`src/rtl/irq_gate_pkg.sv`:
```
package irq_gate_pkg;

  localparam int NUM_LINES = 7;
  localparam int LVL_W     = $clog2(NUM_LINES + 1);
  localparam logic [LVL_W-1:0] TOP_LEVEL = LVL_W'(NUM_LINES);

  // Bit i of the request vector stands for level i+1; the highest wins.
  function automatic logic [LVL_W-1:0] highest_level(input logic [NUM_LINES-1:0] req);
    logic [LVL_W-1:0] lvl;
    lvl = '0;
    for (int i = 0; i < NUM_LINES; i++) begin
      if (req[i]) lvl = LVL_W'(i + 1);
    end
    return lvl;
  endfunction

  // Maskable path: the request must strictly beat the threshold.
  function automatic logic level_exceeds(input logic [LVL_W-1:0] lvl,
                                         input logic [LVL_W-1:0] thr);
    return lvl > thr;
  endfunction

endpackage

```
`src/rtl/irq_sync.sv`:
```
module irq_sync #(
  parameter int WIDTH  = 7,
  parameter int STAGES = 2
) (
  input  logic             clk,
  input  logic             rst_n,
  input  logic [WIDTH-1:0] d,
  output logic [WIDTH-1:0] q
);

  logic [WIDTH-1:0] stage_q [STAGES];

  generate
    for (genvar k = 0; k < STAGES; k++) begin : g_stage
      if (k == 0) begin : g_first
        always_ff @(posedge clk or negedge rst_n) begin
          if (!rst_n) stage_q[k] <= '0;
          else        stage_q[k] <= d;
        end
      end else begin : g_next
        always_ff @(posedge clk or negedge rst_n) begin
          if (!rst_n) stage_q[k] <= '0;
          else        stage_q[k] <= stage_q[k-1];
        end
      end
    end
  endgenerate

  assign q = stage_q[STAGES-1];

endmodule

```
`src/rtl/irq_level_filter.sv`:
```
module irq_level_filter
  import irq_gate_pkg::*;
(
  input  logic                 clk,
  input  logic                 rst_n,
  input  logic [NUM_LINES-1:0] sync_req,
  output logic [LVL_W-1:0]     enc_lvl,
  output logic [LVL_W-1:0]     qual_lvl
);

  logic [LVL_W-1:0] prev_enc;
  logic             settled;

  assign enc_lvl = highest_level(sync_req);
  assign settled = (enc_lvl == prev_enc);

  always_ff @(posedge clk or negedge rst_n) begin
    if (!rst_n) begin
      prev_enc <= '0;
      qual_lvl <= '0;
    end else begin
      prev_enc <= enc_lvl;
      if (settled) qual_lvl <= enc_lvl;
    end
  end

  // no active line encodes as level zero, and the reverse.
  always_comb begin
    if (rst_n) begin
      p_zero_level_r1: assert ((sync_req == '0) == (enc_lvl == '0));
    end
  end

  // a new qualified level was seen on the encoder two clocks back.
  p_qual_settled_r2: assert property (@(posedge clk) disable iff (!rst_n)
    !$stable(qual_lvl) |-> $past(enc_lvl, 2) == qual_lvl);

endmodule

```
`src/rtl/irq_mask_reg.sv`:
```
module irq_mask_reg
  import irq_gate_pkg::*;
(
  input  logic             clk,
  input  logic             rst_n,
  input  logic             wr_en,
  input  logic [LVL_W-1:0] wr_data,
  input  logic             take,
  input  logic [LVL_W-1:0] take_lvl,
  output logic [LVL_W-1:0] mask_q
);

  always_ff @(posedge clk or negedge rst_n) begin
    if (!rst_n)     mask_q <= TOP_LEVEL;
    else if (take)  mask_q <= take_lvl;
    else if (wr_en) mask_q <= wr_data;
  end

  p_write_load_r8: assert property (@(posedge clk) disable iff (!rst_n)
    (wr_en && !take) |=> mask_q == $past(wr_data));

  p_ack_wins_r8: assert property (@(posedge clk) disable iff (!rst_n)
    take |=> mask_q == $past(take_lvl));

  p_mask_hold_r7: assert property (@(posedge clk) disable iff (!rst_n)
    (!wr_en && !take) |=> $stable(mask_q));

endmodule

```
`src/rtl/irq_level_gate.sv`:
```
module irq_level_gate
  import irq_gate_pkg::*;
#(
  parameter int SYNC_STAGES = 2
) (
  input  logic                 clk,
  input  logic                 rst_n,
  input  logic [NUM_LINES-1:0] irq_lines,
  input  logic                 mask_we,
  input  logic [LVL_W-1:0]     mask_wdata,
  input  logic                 int_ack,
  output logic                 int_pending,
  output logic [LVL_W-1:0]     int_level,
  output logic [LVL_W-1:0]     mask_level,
  output logic                 ack_valid,
  output logic [LVL_W-1:0]     ack_level
);

  logic [NUM_LINES-1:0] sync_req;
  logic [LVL_W-1:0]     enc_lvl;
  logic [LVL_W-1:0]     qual_lvl;
  logic                 top_prev;
  logic                 top_rise;
  logic                 nmi_latch;
  logic                 maskable_hit;
  logic                 ack_take;
  logic [LVL_W-1:0]     accept_lvl;

  irq_sync #(.WIDTH(NUM_LINES), .STAGES(SYNC_STAGES)) u_sync (
    .clk   (clk),
    .rst_n (rst_n),
    .d     (irq_lines),
    .q     (sync_req)
  );

  irq_level_filter u_filter (
    .clk      (clk),
    .rst_n    (rst_n),
    .sync_req (sync_req),
    .enc_lvl  (enc_lvl),
    .qual_lvl (qual_lvl)
  );

  // Non-maskable path: a fresh rise to the top level while fully masked.
  assign top_rise     = (qual_lvl == TOP_LEVEL) && !top_prev;
  assign maskable_hit = level_exceeds(qual_lvl, mask_level);
  assign int_pending  = maskable_hit || nmi_latch;
  assign ack_take     = int_ack && int_pending;
  assign accept_lvl   = nmi_latch ? TOP_LEVEL : qual_lvl;

  always_ff @(posedge clk or negedge rst_n) begin
    if (!rst_n) begin
      top_prev  <= 1'b0;
      nmi_latch <= 1'b0;
    end else begin
      top_prev <= (qual_lvl == TOP_LEVEL);
      if (ack_take)
        nmi_latch <= 1'b0;
      else if (top_rise && (mask_level == TOP_LEVEL))
        nmi_latch <= 1'b1;
    end
  end

  irq_mask_reg u_mask (
    .clk      (clk),
    .rst_n    (rst_n),
    .wr_en    (mask_we),
    .wr_data  (mask_wdata),
    .take     (ack_take),
    .take_lvl (accept_lvl),
    .mask_q   (mask_level)
  );

  always_ff @(posedge clk or negedge rst_n) begin
    if (!rst_n) begin
      ack_valid <= 1'b0;
      ack_level <= '0;
    end else begin
      ack_valid <= ack_take;
      if (ack_take) ack_level <= accept_lvl;
    end
  end

  assign int_level = qual_lvl;

  p_masked_quiet_r3: assert property (@(posedge clk) disable iff (!rst_n)
    (mask_level == TOP_LEVEL && !nmi_latch) |-> !int_pending);

  p_nmi_hold_r5: assert property (@(posedge clk) disable iff (!rst_n)
    (nmi_latch && !int_ack) |=> nmi_latch);

  p_ack_loads_r6: assert property (@(posedge clk) disable iff (!rst_n)
    ack_take |=> ack_valid && (mask_level == ack_level) && !nmi_latch);

  p_ack_pulse_r6: assert property (@(posedge clk) disable iff (!rst_n)
    ack_valid |-> $past(int_ack));

  p_idle_ack_r7: assert property (@(posedge clk) disable iff (!rst_n)
    (int_ack && !int_pending) |=> !ack_valid);

endmodule

```
`config.mk`:
```
export PLATFORM = sky130hd
export DESIGN_NAME = irq_level_gate
export DESIGN_NICKNAME = d
export VERILOG_FILES = /design/src/rtl/irq_gate_pkg.sv /design/src/rtl/irq_sync.sv /design/src/rtl/irq_level_filter.sv /design/src/rtl/irq_mask_reg.sv /design/src/rtl/irq_level_gate.sv
export SDC_FILE = /design/constraint.sdc
export NUM_CORES = 1
export LEC_CHECK = 0
export ABC_AREA = 0
export BUFFER_PORTS_ARGS = -buffer_cell sky130_fd_sc_hd__clkbuf_2
export CORE_MARGIN = 2
export CORE_UTILIZATION = 25
export CTS_CLUSTER_SIZE = 24
export DETAILED_ROUTE_END_ITERATION = 12
export GPL_TIMING_DRIVEN = 1
export PLACE_DENSITY = 0.55
export SLEW_MARGIN = 20
export SYNTH_ARGS = -nofsm -noshare
export SYNTH_HDL_FRONTEND = slang
export SYNTH_SLANG_ARGS = --single-unit
```
`constraint.sdc`:
```
create_clock -name clk -period 2.21 [get_ports clk]
set_clock_uncertainty 0.2 [all_clocks]
set_input_delay 0.442 -clock clk [delete_from_list [all_inputs] [get_ports clk]]
set_output_delay 0.442 -clock clk [all_outputs]
set_load 0.03 [all_outputs]
```
==> insert_results.sql, run 1 <==
INSERT INTO impl_metrics (metric_group, metric, value, unit) VALUES
('detailed_routing', 'drt_first_pass_iters', '5', ''),
('clock_network', 'clk_slew_on_worst_s_h_paths', '0.06', 'ns'),
('logic_synthesis', 'syn-cell-area', '1140', 'um2'),
('outcome', 'status', 'finished, violations left', ''),
('die', 'fp.dieArea', '5110', 'um2'),
('global_routing', 'total_congestion_overflow_after_global_routing', '0', ''),
('worst_setup_path', 'worst_path_largest_cell_delay', '0.54', 'ns'),
('clock_network', 'root_buffer', 'sky130_fd_sc_hd__clkbuf_8', ''),
('place', 'place_congestion', '0.854', ''),
('worst_setup_path', 'worst_setup_path_end_kind', 'output pin', ''),
('outcome', 'failed_checks', 'negative setup slack', ''),
('logic_synthesis', 'synth_cell_types', '30', ''),
('logic_synthesis', 'syn_inst', '91', ''),
('die', 'pin_count', '25', ''),
('logic_synthesis', 'synth_top_cells_by_area', 'sky130_fd_sc_hd__dfrtp_1 (57%), sky130_fd_sc_hd__dfstp_2 (6.9%), sky130_fd_sc_hd__nor3_1 (4.4%)', ''),
('clock_network', 'cts_max_level', '2', ''),
('flow_run', 'cap_viol_max_count', '0', ''),
('place', 'detailed_place.area', '1380', 'um2'),
('power_and_ir_drop', 'power_total', '0.00209', 'W'),
('worst_setup_path', 'critical_path_peak_fanout', '2', ''),
('logic_synthesis', 'netlist.area_leader.share', '57.2', '%'),
('timing', 'setup-tns-final', '-0.267', 'ns'),
('clock_network', 'tritoncts', 'done', ''),
('worst_setup_path', 'arrival', '1.84', 'ns'),
('detailed_routing', 'detail-route-antenna-nets', '0', ''),
('clock_network', 'tritoncts.num_buffers', '5', ''),
('layout', 'final_design_area_no_fill', '1530', 'um2'),
('timing', 'final_number_of_setup_violating_endpoints', '1', ''),
('die', 'rows', '24', ''),
('timing', 'rsz0062_at_grt', 'yes', ''),
('detailed_routing', 'vias', '818', ''),
('logic_synthesis', 'synthArstFlopShare', '100', '%'),
('timing', 'timing_max_transition_violations_final', '0', ''),
('detailed_routing', 'route.detailed.vias_per_inst', '4.49', ''),
('worst_setup_path', 'worst_ep_required_time', '1.57', 'ns'),
('place', 'portBuffers', '24', ''),
('power_and_ir_drop', 'worst_ir_drop_vdd', '0.423', 'mV'),
('detailed_routing', 'wire_per_inst', '12.5', 'um'),
('logic_synthesis', 'mappedNetlistNets', '108', ''),
('layout', 'diodes', '0', ''),
('logic_synthesis', 'synth.yosys.warnings', '0', ''),
('worst_hold_path', 'worstHoldPathType', 'in2async', ''),
('die', 'dieWidth', '71.5', 'um'),
('logic_synthesis', 'synth-seq-area-share', '64.1', '%'),
('global_routing', 'largest_net_degree_at_the_start_of_global_routing', '30', ''),
('timing', 'max_slew.worst_pin.slew', '0.703', 'ns'),
('timing', 'final.setup.worst_slack', '-0.267', 'ns'),
('worst_setup_path', 'crit_path_top_delay_cell', 'sky130_fd_sc_hd__dfstp_2', ''),
('logic_synthesis', 'yosys.area.top_type', 'sky130_fd_sc_hd__dfrtp_1', ''),
('logic_synthesis', 'netlist_top_cells_count', 'sky130_fd_sc_hd__dfrtp_1 (26), sky130_fd_sc_hd__nor3_1 (10), sky130_fd_sc_hd__a21oi_1 (6)', ''),
('timing', 'fmax', '404', 'MHz'),
('global_routing', 'grt_pass1_vias', '853', ''),
('layout', 'syn_to_layout_area_delta', '34.9', '%'),
('global_routing', 'initial_antenna_violation_count', '0', ''),
('logic_synthesis', 'ys_seq_elements', '29', ''),
('timing', 'post-route-min-period', '2.48', 'ns'),
('detailed_routing', 'drt_iter0_markers', '8', ''),
('timing', 'period_share', '112', '%'),
('worst_setup_path', 'cp.buffers_inverters', '2', ''),
('global_routing', 'global_route.usage.total', '9.59', '%'),
('logic_synthesis', 'avgSynthCellArea', '12.5', 'um2'),
('power_and_ir_drop', 'cellPowerDensity', '1360', 'nW/um2'),
('logic_synthesis', 'synthMostInstantiatedCell', 'sky130_fd_sc_hd__dfrtp_1', ''),
('logic_synthesis', 'synth_edf_count', '0', ''),
('logic_synthesis', 'dominantRegCellSynth', 'sky130_fd_sc_hd__dfrtp_1', ''),
('die', 'initial_core_util', '26.1', '%'),
('die', 'die_h', '71.5', 'um'),
('layout', 'share_of_cells_above_drive_strength_1', '45.4', '%'),
('power_and_ir_drop', 'cellLeakagePower', '0.714', 'nW'),
('timing', 'slew_headroom', '53.2', '%'),
('worst_setup_path', 'kind_of_cell_adding_the_most_delay_to_the_critical_path', 'flip-flops', '');
-- cells in the final DEF, fill, tap and decap left out, drive strengths merged, types with 2 or more instances in the layout --
cell type | Yosys | routed
a21oi | 6 | 6
and3 | 2 | 2
buf | 0 | 10
clkbuf | 1 | 28
dfrtp | 26 | 26
dfstp | 3 | 3
ha | 3 | 3
inv | 7 | 7
mux2 | 2 | 2
mux2i | 3 | 3
nand2 | 3 | 3
nor2 | 7 | 7
nor3 | 10 | 10
o211ai | 2 | 2
o21ai | 4 | 4
or2 | 2 | 2
-- cell type report --
| type | count | area (um2) |
|---|---|---|
| Inverter | 7 | 26.3 |
| Clock buffer | 5 | 68.8 |
| Sequential cell | 29 | 729 |
| Timing Repair Buffer | 33 | 198 |
| Tap cell | 52 | 65.1 |
| Clock inverter | 2 | 35.0 |
| Multi-Input combinational cell | 54 | 412 |
| Fill cell | 431 | 2820 |
-- power breakdown --
part / total [W] / internal, W / switching, W
registers: 0.000715 / 0.000643 / 0.0000718
clock network: 0.000515 / 0.000327 / 0.000188
logic: 0.000863 / 0.000388 / 0.000475
-- kinds of logic (layout without fill, tap and decap cells) --
logic type      count (synthesis)  after routing  synth area share, %
fa+ha+maj                       3              3                 3.30
mux                             5              5                 5.28
simple gates                   28             28                 13.9
xor+xnor                        1              1                0.770
flops                          29             29                 64.1
compound gates                 17             17                 10.0
buf+inv                         8             47                 2.64
-- registers in the layout (all words and copies together), names as in the netlist --
name and flops:
u_sync.q 7, u_sync.stage_q 7, ack_level 3, u_filter.prev_enc 3, u_filter.qual_lvl 3, u_mask.mask_q 3, ack_valid 1, nmi_latch 1
top_prev 1
-- routing by layer --
metal | GRT usage [%] | vias up | routed length [um]
met5 | 0 | - | 0
met4 | 3.14 | 0 | 21
met3 | 4.36 | 3 | 159
met2 | 16.0 | 24 | 1140
met1 | 10.9 | 396 | 960
li1 | - | 395 | -
-- path summary, 6_finish.rpt --
path                                          from                    to  slack, ns  depth (start not counted)
worst max-delay path              u_mask.mask_q[1]           int_pending      -0.27                          7
worst min-delay path                         rst_n     u_sync.stage_q[9]      0.001                          1
worst max register to register    u_mask.mask_q[1]          ack_level[1]       0.12                          7
worst min register to register  u_sync.stage_q[13]           u_sync.q[6]       0.15                          0
max in group asynchronous                    rst_n  u_filter.prev_enc[2]       1.36                          1
min in group clk                      irq_lines[1]     u_sync.stage_q[8]       0.07                          1
-- metrics by stage --
step	cells	setup WS, ns	hold slack (ns)	utilization (%)
floorplan	91	-0.0193	-0.0536	-
global placement	172	-0.0517	0.132	31.8
detailed placement	172	-0.0835	0.135	31.8
CTS	181	-0.272	0.0183	34.9
global route	182	-0.320	0.0547	35.2
finish	182	-0.267	0.00113	35.2
-- timing repair --
item,CTS,global route
buffers inserted,2,1
hold buffers,0,0
pin swaps,3,2
resized for setup,5,2
hold endpoints to repair,0,0
endpoints found under the setup margin,1,1
-- worst reg2reg max path, cell delays in order (launching register included) --
cell	delay [ns]
sky130_fd_sc_hd__dfstp_2	0.54
sky130_fd_sc_hd__inv_2	0.05
sky130_fd_sc_hd__ha_4	0.26
sky130_fd_sc_hd__nor2b_4	0.13
sky130_fd_sc_hd__o21ai_2	0.08
sky130_fd_sc_hd__a211o_1	0.32
sky130_fd_sc_hd__nor3_1	0.26
sky130_fd_sc_hd__nor3_1	0.12
Power figures use the tool's default switching activity.
==> run 2, diff against run 1 <==
BUFFER_PORTS_ARGS = unset   (was -buffer_cell sky130_fd_sc_hd__clkbuf_2)
DONT_BUFFER_PORTS = 1   (was unset)
PLACE_DENSITY = 0.5   (was 0.55)
==> run 2 against run 1 <==
The run still ends with negative setup slack left; cell count decreased by 8.2%; flip-flop and latch count unchanged; combinational power decreased by 24%; first-iteration DRC count increased to 2.5 times the previous value; largest cell class unchanged; non-clock buffer count decreased by 16; cell area decreased by 4.1%; register-to-register slack about the same; critical endpoint unchanged; wire length decreased by 2.4%; global-route usage increased by 0.71 points; total power decreased by 12%.
==> insert_results.sql, run 2 (synthesis results as in run 1) <==
INSERT INTO impl_metrics (metric_group, metric, value, unit) VALUES
('outcome', 'status', 'finished, violations left', ''),
('outcome', 'failed_checks', 'negative setup slack', ''),
('worst_setup_path', 'timing.critical_path.from_type', 'flip-flop', ''),
('worst_setup_path', 'worstSetupPathType', 'reg2out', ''),
('clock_network', 'root_buffer', 'sky130_fd_sc_hd__clkbuf_8', ''),
('timing', 'timing_max_transition_violations_final', '0', ''),
('global_routing', 'grt_pass1_vias', '892', ''),
('timing', 'slew_headroom', '77.1', '%'),
('power_and_ir_drop', 'cellPowerDensity', '1260', 'nW/um2'),
('layout', 'syn_to_layout_area_delta', '29.4', '%'),
('worst_setup_path', 'critical_path_peak_fanout', '2', ''),
('die', 'pin_count', '25', ''),
('place', 'place.detailed.instances', '149', ''),
('global_routing', 'initial_antenna_violation_count', '0', ''),
('timing', 'timing_hold_violations_final', '0', ''),
('die', 'fp.dieArea', '5110', 'um2'),
('detailed_routing', 'drt_iter0_markers', '20', ''),
('layout', 'diodes', '0', ''),
('clock_network', 'tritoncts', 'done', ''),
('global_routing', 'global_route.usage.total', '10.3', '%'),
('worst_setup_path', 'arrival', '1.70', 'ns'),
('clock_network', 'cts_sinks', '29', ''),
('power_and_ir_drop', 'worst_ir_drop_vdd', '0.396', 'mV'),
('detailed_routing', 'drt_first_pass_iters', '4', ''),
('power_and_ir_drop', 'cellLeakagePower', '0.641', 'nW'),
('clock_network', 'worst_skew_pair.late_latency', '0.28', 'ns'),
('timing', 'post-route-min-period', '2.34', 'ns'),
('place', 'place_congestion', '0.884', ''),
('worst_hold_path', 'worstHoldPathType', 'in2reg', ''),
('layout', 'share_of_cells_above_drive_strength_1', '29.6', '%'),
('detailed_routing', 'route.final.wire_length', '2230', 'um'),
('timing', 'rsz0062_at_grt', 'yes', ''),
('global_routing', 'largest_net_degree_at_the_start_of_global_routing', '30', ''),
('flow_run', 'cap_viol_max_count', '0', ''),
('layout', 'finalNonFillerCells', '167', ''),
('worst_setup_path', 'worst_ep_required_time', '1.57', 'ns'),
('timing', 'period_share', '106', '%'),
('clock_network', 'cts_max_level', '2', ''),
('clock_network', 'clk_slew_on_worst_s_h_paths', '0.06', 'ns'),
('place', 'place_hpwl', '1600', 'um'),
('die', 'coreArea', '4350', 'um2'),
('clock_network', 'tritoncts.num_buffers', '5', ''),
('detailed_routing', 'detail-route-antenna-nets', '0', ''),
('die', 'dieWidth', '71.5', 'um'),
('power_and_ir_drop', 'power_total', '0.00185', 'W'),
('place', 'portBuffers', '0', ''),
('global_routing', 'grt_pass1_wl', '3930', 'um'),
('layout', 'most-common-layout-cells', 'sky130_fd_sc_hd__dfrtp_1 (26), sky130_fd_sc_hd__nor3_1 (10), sky130_fd_sc_hd__dlygate4sd3_1 (8), sky130_fd_sc_hd__buf_4 (8)', ''),
('clock_network', 'cts_buffer_depth', '2', ''),
('die', 'rows', '24', ''),
('timing', 'fmax', '428', 'MHz'),
('worst_setup_path', 'worst_setup_path_end_kind', 'output pin', ''),
('layout', 'design.final.nets', '131', ''),
('layout', 'most_common_library_cell_in_the_layout_ignoring_fill_and_taps', 'sky130_fd_sc_hd__dfrtp_1', ''),
('timing', 'final.setup.worst_slack', '-0.127', 'ns'),
('die', 'initial_core_util', '26.1', '%'),
('timing', 'final_number_of_setup_violating_endpoints', '1', ''),
('detailed_routing', 'wire_per_inst', '13.4', 'um'),
('global_routing', 'total_congestion_overflow_after_global_routing', '0', ''),
('die', 'die_h', '71.5', 'um'),
('layout', 'utilization', '33.8', '%'),
('detailed_routing', 'route.detailed.vias_per_inst', '4.63', ''),
('timing', 'max_slew.worst_pin.slew', '0.343', 'ns'),
('detailed_routing', 'drc_violation_count_after_routing', '0', ''),
('detailed_routing', 'vias', '773', '');
[run 2: changes by cell type in the layout (fill, tap and decap cells not counted), sizes merged]
cell         change
dlygate4sd3      +8
buf              -1
clkinv           +1
bufinv           -1
clkbuf          -22
[run 2: final cells by class]
class / instances / area [um2]
fillers: 438 / 2880
clock buffers: 6 / 72.6
multi-input cells: 54 / 408
well taps: 52 / 65.1
clock inverters: 2 / 10.0
inverters: 7 / 26.3
repair buffers: 17 / 160
flip-flops and latches: 29 / 729
[run 2: worst paths after layout]
check | start | slack, ns | to | cells past startpoint
setup / recovery | u_mask.mask_q[1] | -0.13 | int_pending | 6
hold / removal | int_ack | 0.04 | nmi_latch | 1
setup reg to reg | u_mask.mask_q[1] | 0.12 | u_mask.mask_q[1] | 9
hold reg to reg | u_sync.stage_q[7] | 0.15 | u_sync.q[0] | 0
max in group asynchronous | rst_n | 1.18 | u_mask.mask_q[1] | 2
min in group asynchronous | rst_n | 0.40 | ack_level[1] | 2
[run 2: timing repair]
item / in CTS / in global routing
setup endpoints to repair: 1 / 1
hold endpoints to repair: 36 / 0
setup buffers: 1 / 0
gates resized for setup: 3 / 0
hold buffers: 9 / 0
pin swaps: 3 / 0
[run 2: critical path: stages (launching register included)]
cell and delay, ns:
sky130_fd_sc_hd__dfstp_2 0.53, sky130_fd_sc_hd__inv_2 0.05, sky130_fd_sc_hd__ha_4 0.21, sky130_fd_sc_hd__nor2b_4 0.12
sky130_fd_sc_hd__o21ai_2 0.15, sky130_fd_sc_hd__a21oi_2 0.08, sky130_fd_sc_hd__or2_4 0.28
[run 2: metal layers]
metal  GRT usage [%]  wire [um]
met1            10.5        892
met5               0          0
met3            4.92        221
met4            5.45         58
met2            17.4       1060
[run 2: report_power, final]
part	total, W	internal, W	leakage (nW)	switching, W
clock	0.000411	0.000217	0.0450	0.000194
combinational	0.000658	0.000289	0.276	0.000369
sequential	0.000779	0.000642	0.320	0.000138
total	0.00185	0.00115	0.641	0.000701
[run 2: stage by stage]
stage | instance area (um2) | hold slack (ns) | setup WS [ns] | TNS, ns
3_5_place_dp | 1270 | -0.0528 | 0.0774 | 0
4_1_cts | 1470 | 0.0308 | -0.139 | -0.139
3_3_place_gp | 1270 | -0.0529 | 0.117 | 0
5_1_grt | 1470 | 0.0355 | -0.194 | -0.194
6_report | 1470 | 0.0400 | -0.127 | -0.127
2_1_floorplan | 1160 | -0.0536 | -0.0193 | -0.0193
==> run 3, diff against run 2 <==
CORE_UTILIZATION = 35   (was 25)
PLACE_DENSITY = 0.61   (was 0.5)
clock period = 2.2 ns   (was 2.21 ns; I/O delays follow)
==> run 3 against run 2 <==
Total power rose by 0.30%; wire length down 0.99%; the run still ends with negative setup slack left; register-to-register slack got worse by 0.03 ns; utilization grew 15 points; sequential share of layout area down 0.58 points; largest cell class unchanged; non-clock buffer count is 3 higher; largest power group unchanged.
==> insert_results.sql, run 3 (synthesis results as in run 1) <==
INSERT INTO impl_metrics (metric_group, metric, value, unit) VALUES
('detailed_routing', 'route.final.wire_length', '2210', 'um'),
('die', 'die_h', '61.0', 'um'),
('worst_setup_path', 'worst_reg_to_reg_setup_slack', '0.09', 'ns'),
('die', 'fp.dieArea', '3720', 'um2'),
('layout', 'syn_to_layout_area_delta', '30.9', '%'),
('layout', 'share_of_cells_above_drive_strength_1', '33.9', '%'),
('timing', 'final_number_of_setup_violating_endpoints', '1', ''),
('layout', 'diodes', '0', ''),
('layout', 'finalNonFillerCells', '162', ''),
('timing', 'final.setup.worst_slack', '-0.207', 'ns'),
('worst_hold_path', 'hold-path-endpoint', 'ack_level[2]', ''),
('detailed_routing', 'route.detailed.vias_per_inst', '4.80', ''),
('die', 'coreArea', '3080', 'um2'),
('global_routing', 'grt_pass1_wl', '3840', 'um'),
('worst_setup_path', 'critical_path_peak_fanout', '2', ''),
('global_routing', 'largest_net_degree_at_the_start_of_global_routing', '30', ''),
('worst_setup_path', 'worst_ep_required_time', '1.56', 'ns'),
('flow_run', 'cap_viol_max_count', '0', ''),
('clock_network', 'clk_slew_on_worst_s_h_paths', '0.10', 'ns'),
('layout', 'most_common_library_cell_in_the_layout_ignoring_fill_and_taps', 'sky130_fd_sc_hd__dfrtp_1', ''),
('timing', 'post-route-min-period', '2.41', 'ns'),
('layout', 'design.final.nets', '134', ''),
('die', 'pin_count', '25', ''),
('power_and_ir_drop', 'p_seq_share', '42.5', '%'),
('outcome', 'failed_checks', 'negative setup slack', ''),
('power_and_ir_drop', 'p_switching', '0.000708', 'W'),
('power_and_ir_drop', 'cellLeakagePower', '0.654', 'nW'),
('die', 'dieWidth', '61.0', 'um'),
('timing', 'max_slew.worst_pin.slew', '0.348', 'ns'),
('global_routing', 'grt_pass1_vias', '887', ''),
('global_routing', 'total_congestion_overflow_after_global_routing', '0', ''),
('clock_network', 'cts_max_level', '2', ''),
('worst_setup_path', 'critical_path.reg2reg.endpoint', 'ack_level[0]', ''),
('power_and_ir_drop', 'cellPowerDensity', '1250', 'nW/um2'),
('power_and_ir_drop', 'worst_ir_drop_vdd', '0.429', 'mV'),
('die', 'initial_core_util', '37.0', '%'),
('worst_setup_path', 'worst_setup_path_end_kind', 'output pin', ''),
('worst_setup_path', 'worstSetupPathType', 'reg2out', ''),
('detailed_routing', 'detail-route-antenna-nets', '0', ''),
('clock_network', 'tritoncts', 'done', ''),
('power_and_ir_drop', 'power_total', '0.00185', 'W'),
('detailed_routing', 'wire_per_inst', '13.6', 'um'),
('worst_hold_path', 'hold_start', 'int_ack', ''),
('worst_setup_path', 'ff2ff_path_depth', '8', ''),
('timing', 'fmax', '415', 'MHz'),
('power_and_ir_drop', 'pwr-share-clk', '19.5', '%'),
('die', 'rows', '20', ''),
('clock_network', 'root_buffer', 'sky130_fd_sc_hd__clkbuf_4', ''),
('timing', 'period_share', '109', '%'),
('worst_hold_path', 'whs_path_depth', '2', ''),
('layout', 'most-common-layout-cells', 'sky130_fd_sc_hd__dfrtp_1 (26), sky130_fd_sc_hd__buf_4 (10), sky130_fd_sc_hd__dlygate4sd3_1 (9)', ''),
('timing', 'rsz0062_at_grt', 'yes', ''),
('place', 'place_congestion', '0.789', ''),
('global_routing', 'initial_antenna_violation_count', '0', ''),
('place', 'place.detailed.instances', '141', ''),
('place', 'portBuffers', '0', ''),
('detailed_routing', 'drt_iter0_markers', '6', ''),
('clock_network', 'tritoncts.num_buffers', '5', ''),
('timing', 'slew_headroom', '76.8', '%'),
('place', 'place_hpwl', '1580', 'um'),
('timing', 'timing_hold_violations_final', '0', ''),
('worst_setup_path', 'timing.critical_path.from_type', 'flip-flop', ''),
('power_and_ir_drop', 'power_frac_comb', '38.0', '%'),
('layout', 'num-fill-cells', '277', ''),
('timing', 'setup-tns-final', '-0.207', 'ns'),
('worst_hold_path', 'worstHoldPathType', 'in2reg', ''),
('worst_setup_path', 'timing.rr.start', 'u_mask.mask_q[1]', ''),
('power_and_ir_drop', 'p_sw_share', '38.2', '%'),
('power_and_ir_drop', 'power.internal', '0.00115', 'W'),
('global_routing', 'global_route.usage.total', '14.9', '%'),
('layout', 'multiInputGateArea', '423', 'um2'),
('layout', 'regArea', '729', 'um2'),
('detailed_routing', 'vias', '778', ''),
('detailed_routing', 'drc_violation_count_after_routing', '0', ''),
('timing', 'timing_max_transition_violations_final', '0', ''),
('clock_network', 'cts_sinks', '29', ''),
('clock_network', 'cts_buffer_depth', '2', ''),
('clock_network', 'worst_skew_pair.late_latency', '0.32', 'ns'),
('worst_setup_path', 'arrival', '1.77', 'ns'),
('detailed_routing', 'drt_first_pass_iters', '2', ''),
('outcome', 'status', 'finished, violations left', '');
-- run 3: final cells by class --
cell class	count	share of cell area, %
clock inverter	1	0.336
sequential	29	49.0
clock buffer	7	4.37
tap	44	3.70
inverter	7	1.76
multi-input combinational	54	28.4
timing repair buffer	20	12.4
-- run 3: stage by stage --
stage / setup WS, ns / area, um2 / utilization [%] / hold WS [ns]
final: -0.207 / 1490 / 48.4 / 0.0960
after global routing: -0.259 / 1490 / 48.4 / 0.0846
after CTS: -0.210 / 1470 / 47.9 / 0.0852
after detailed placement: 0.0563 / 1260 / 40.9 / -0.0548
after global placement: 0.129 / 1260 / 40.9 / -0.0549
after floorplan: -0.0273 / 1160 / - / -0.0556
-- run 3: critical path: stages (launching register included) --
cell                      delay (ns)
sky130_fd_sc_hd__dfstp_2        0.55
sky130_fd_sc_hd__inv_2          0.05
sky130_fd_sc_hd__ha_4           0.21
sky130_fd_sc_hd__nor2b_4        0.12
sky130_fd_sc_hd__o21ai_2        0.16
sky130_fd_sc_hd__a21oi_2        0.08
sky130_fd_sc_hd__or2_4          0.28
-- run 3: layer usage --
metal,part of all wire (%),vias to the layer above,global-route usage [%]
li1,-,368,-
met5,0,-,0
met1,40,385,16.0
met2,54,23,26.6
met4,0.59,0,4.66
met3,5.5,2,6.40
-- run 3: worst max path at each step --
| stage | start | endpoint | slack, ns | depth (start not counted) |
|---|---|---|---|---|
| 2_1_floorplan | u_mask.mask_q[1] | int_pending | -0.03 | 6 |
| 3_3_place_gp | u_mask.mask_q[1] | int_pending | 0.13 | 6 |
| 3_5_place_dp | u_mask.mask_q[1] | int_pending | 0.06 | 6 |
| 4_1_cts | u_mask.mask_q[1] | int_pending | -0.21 | 6 |
| 5_1_grt | u_mask.mask_q[1] | int_pending | -0.26 | 6 |
| 6_report | u_mask.mask_q[1] | int_pending | -0.21 | 6 |
-- run 3: timing repair --
action | 4_1_cts | 5_1_grt
hold buffers | 10 | 0
resized for setup | 3 | 3
pin swaps | 3 | 0
endpoints found under the setup margin | 1 | 4
buffers inserted | 3 | 0
hold endpoints to repair | 37 | 0
-- run 3: power by group through the flow --
stage                     Sequential, W  Combinational (W)  Clock, W
after floorplan                0.000843           0.000356         0
after global placement         0.000791           0.000554         0
after detailed placement       0.000795           0.000579         0
after CTS                      0.000784           0.000698  0.000377
after global routing           0.000799           0.000779  0.000400
final                          0.000789           0.000704  0.000361
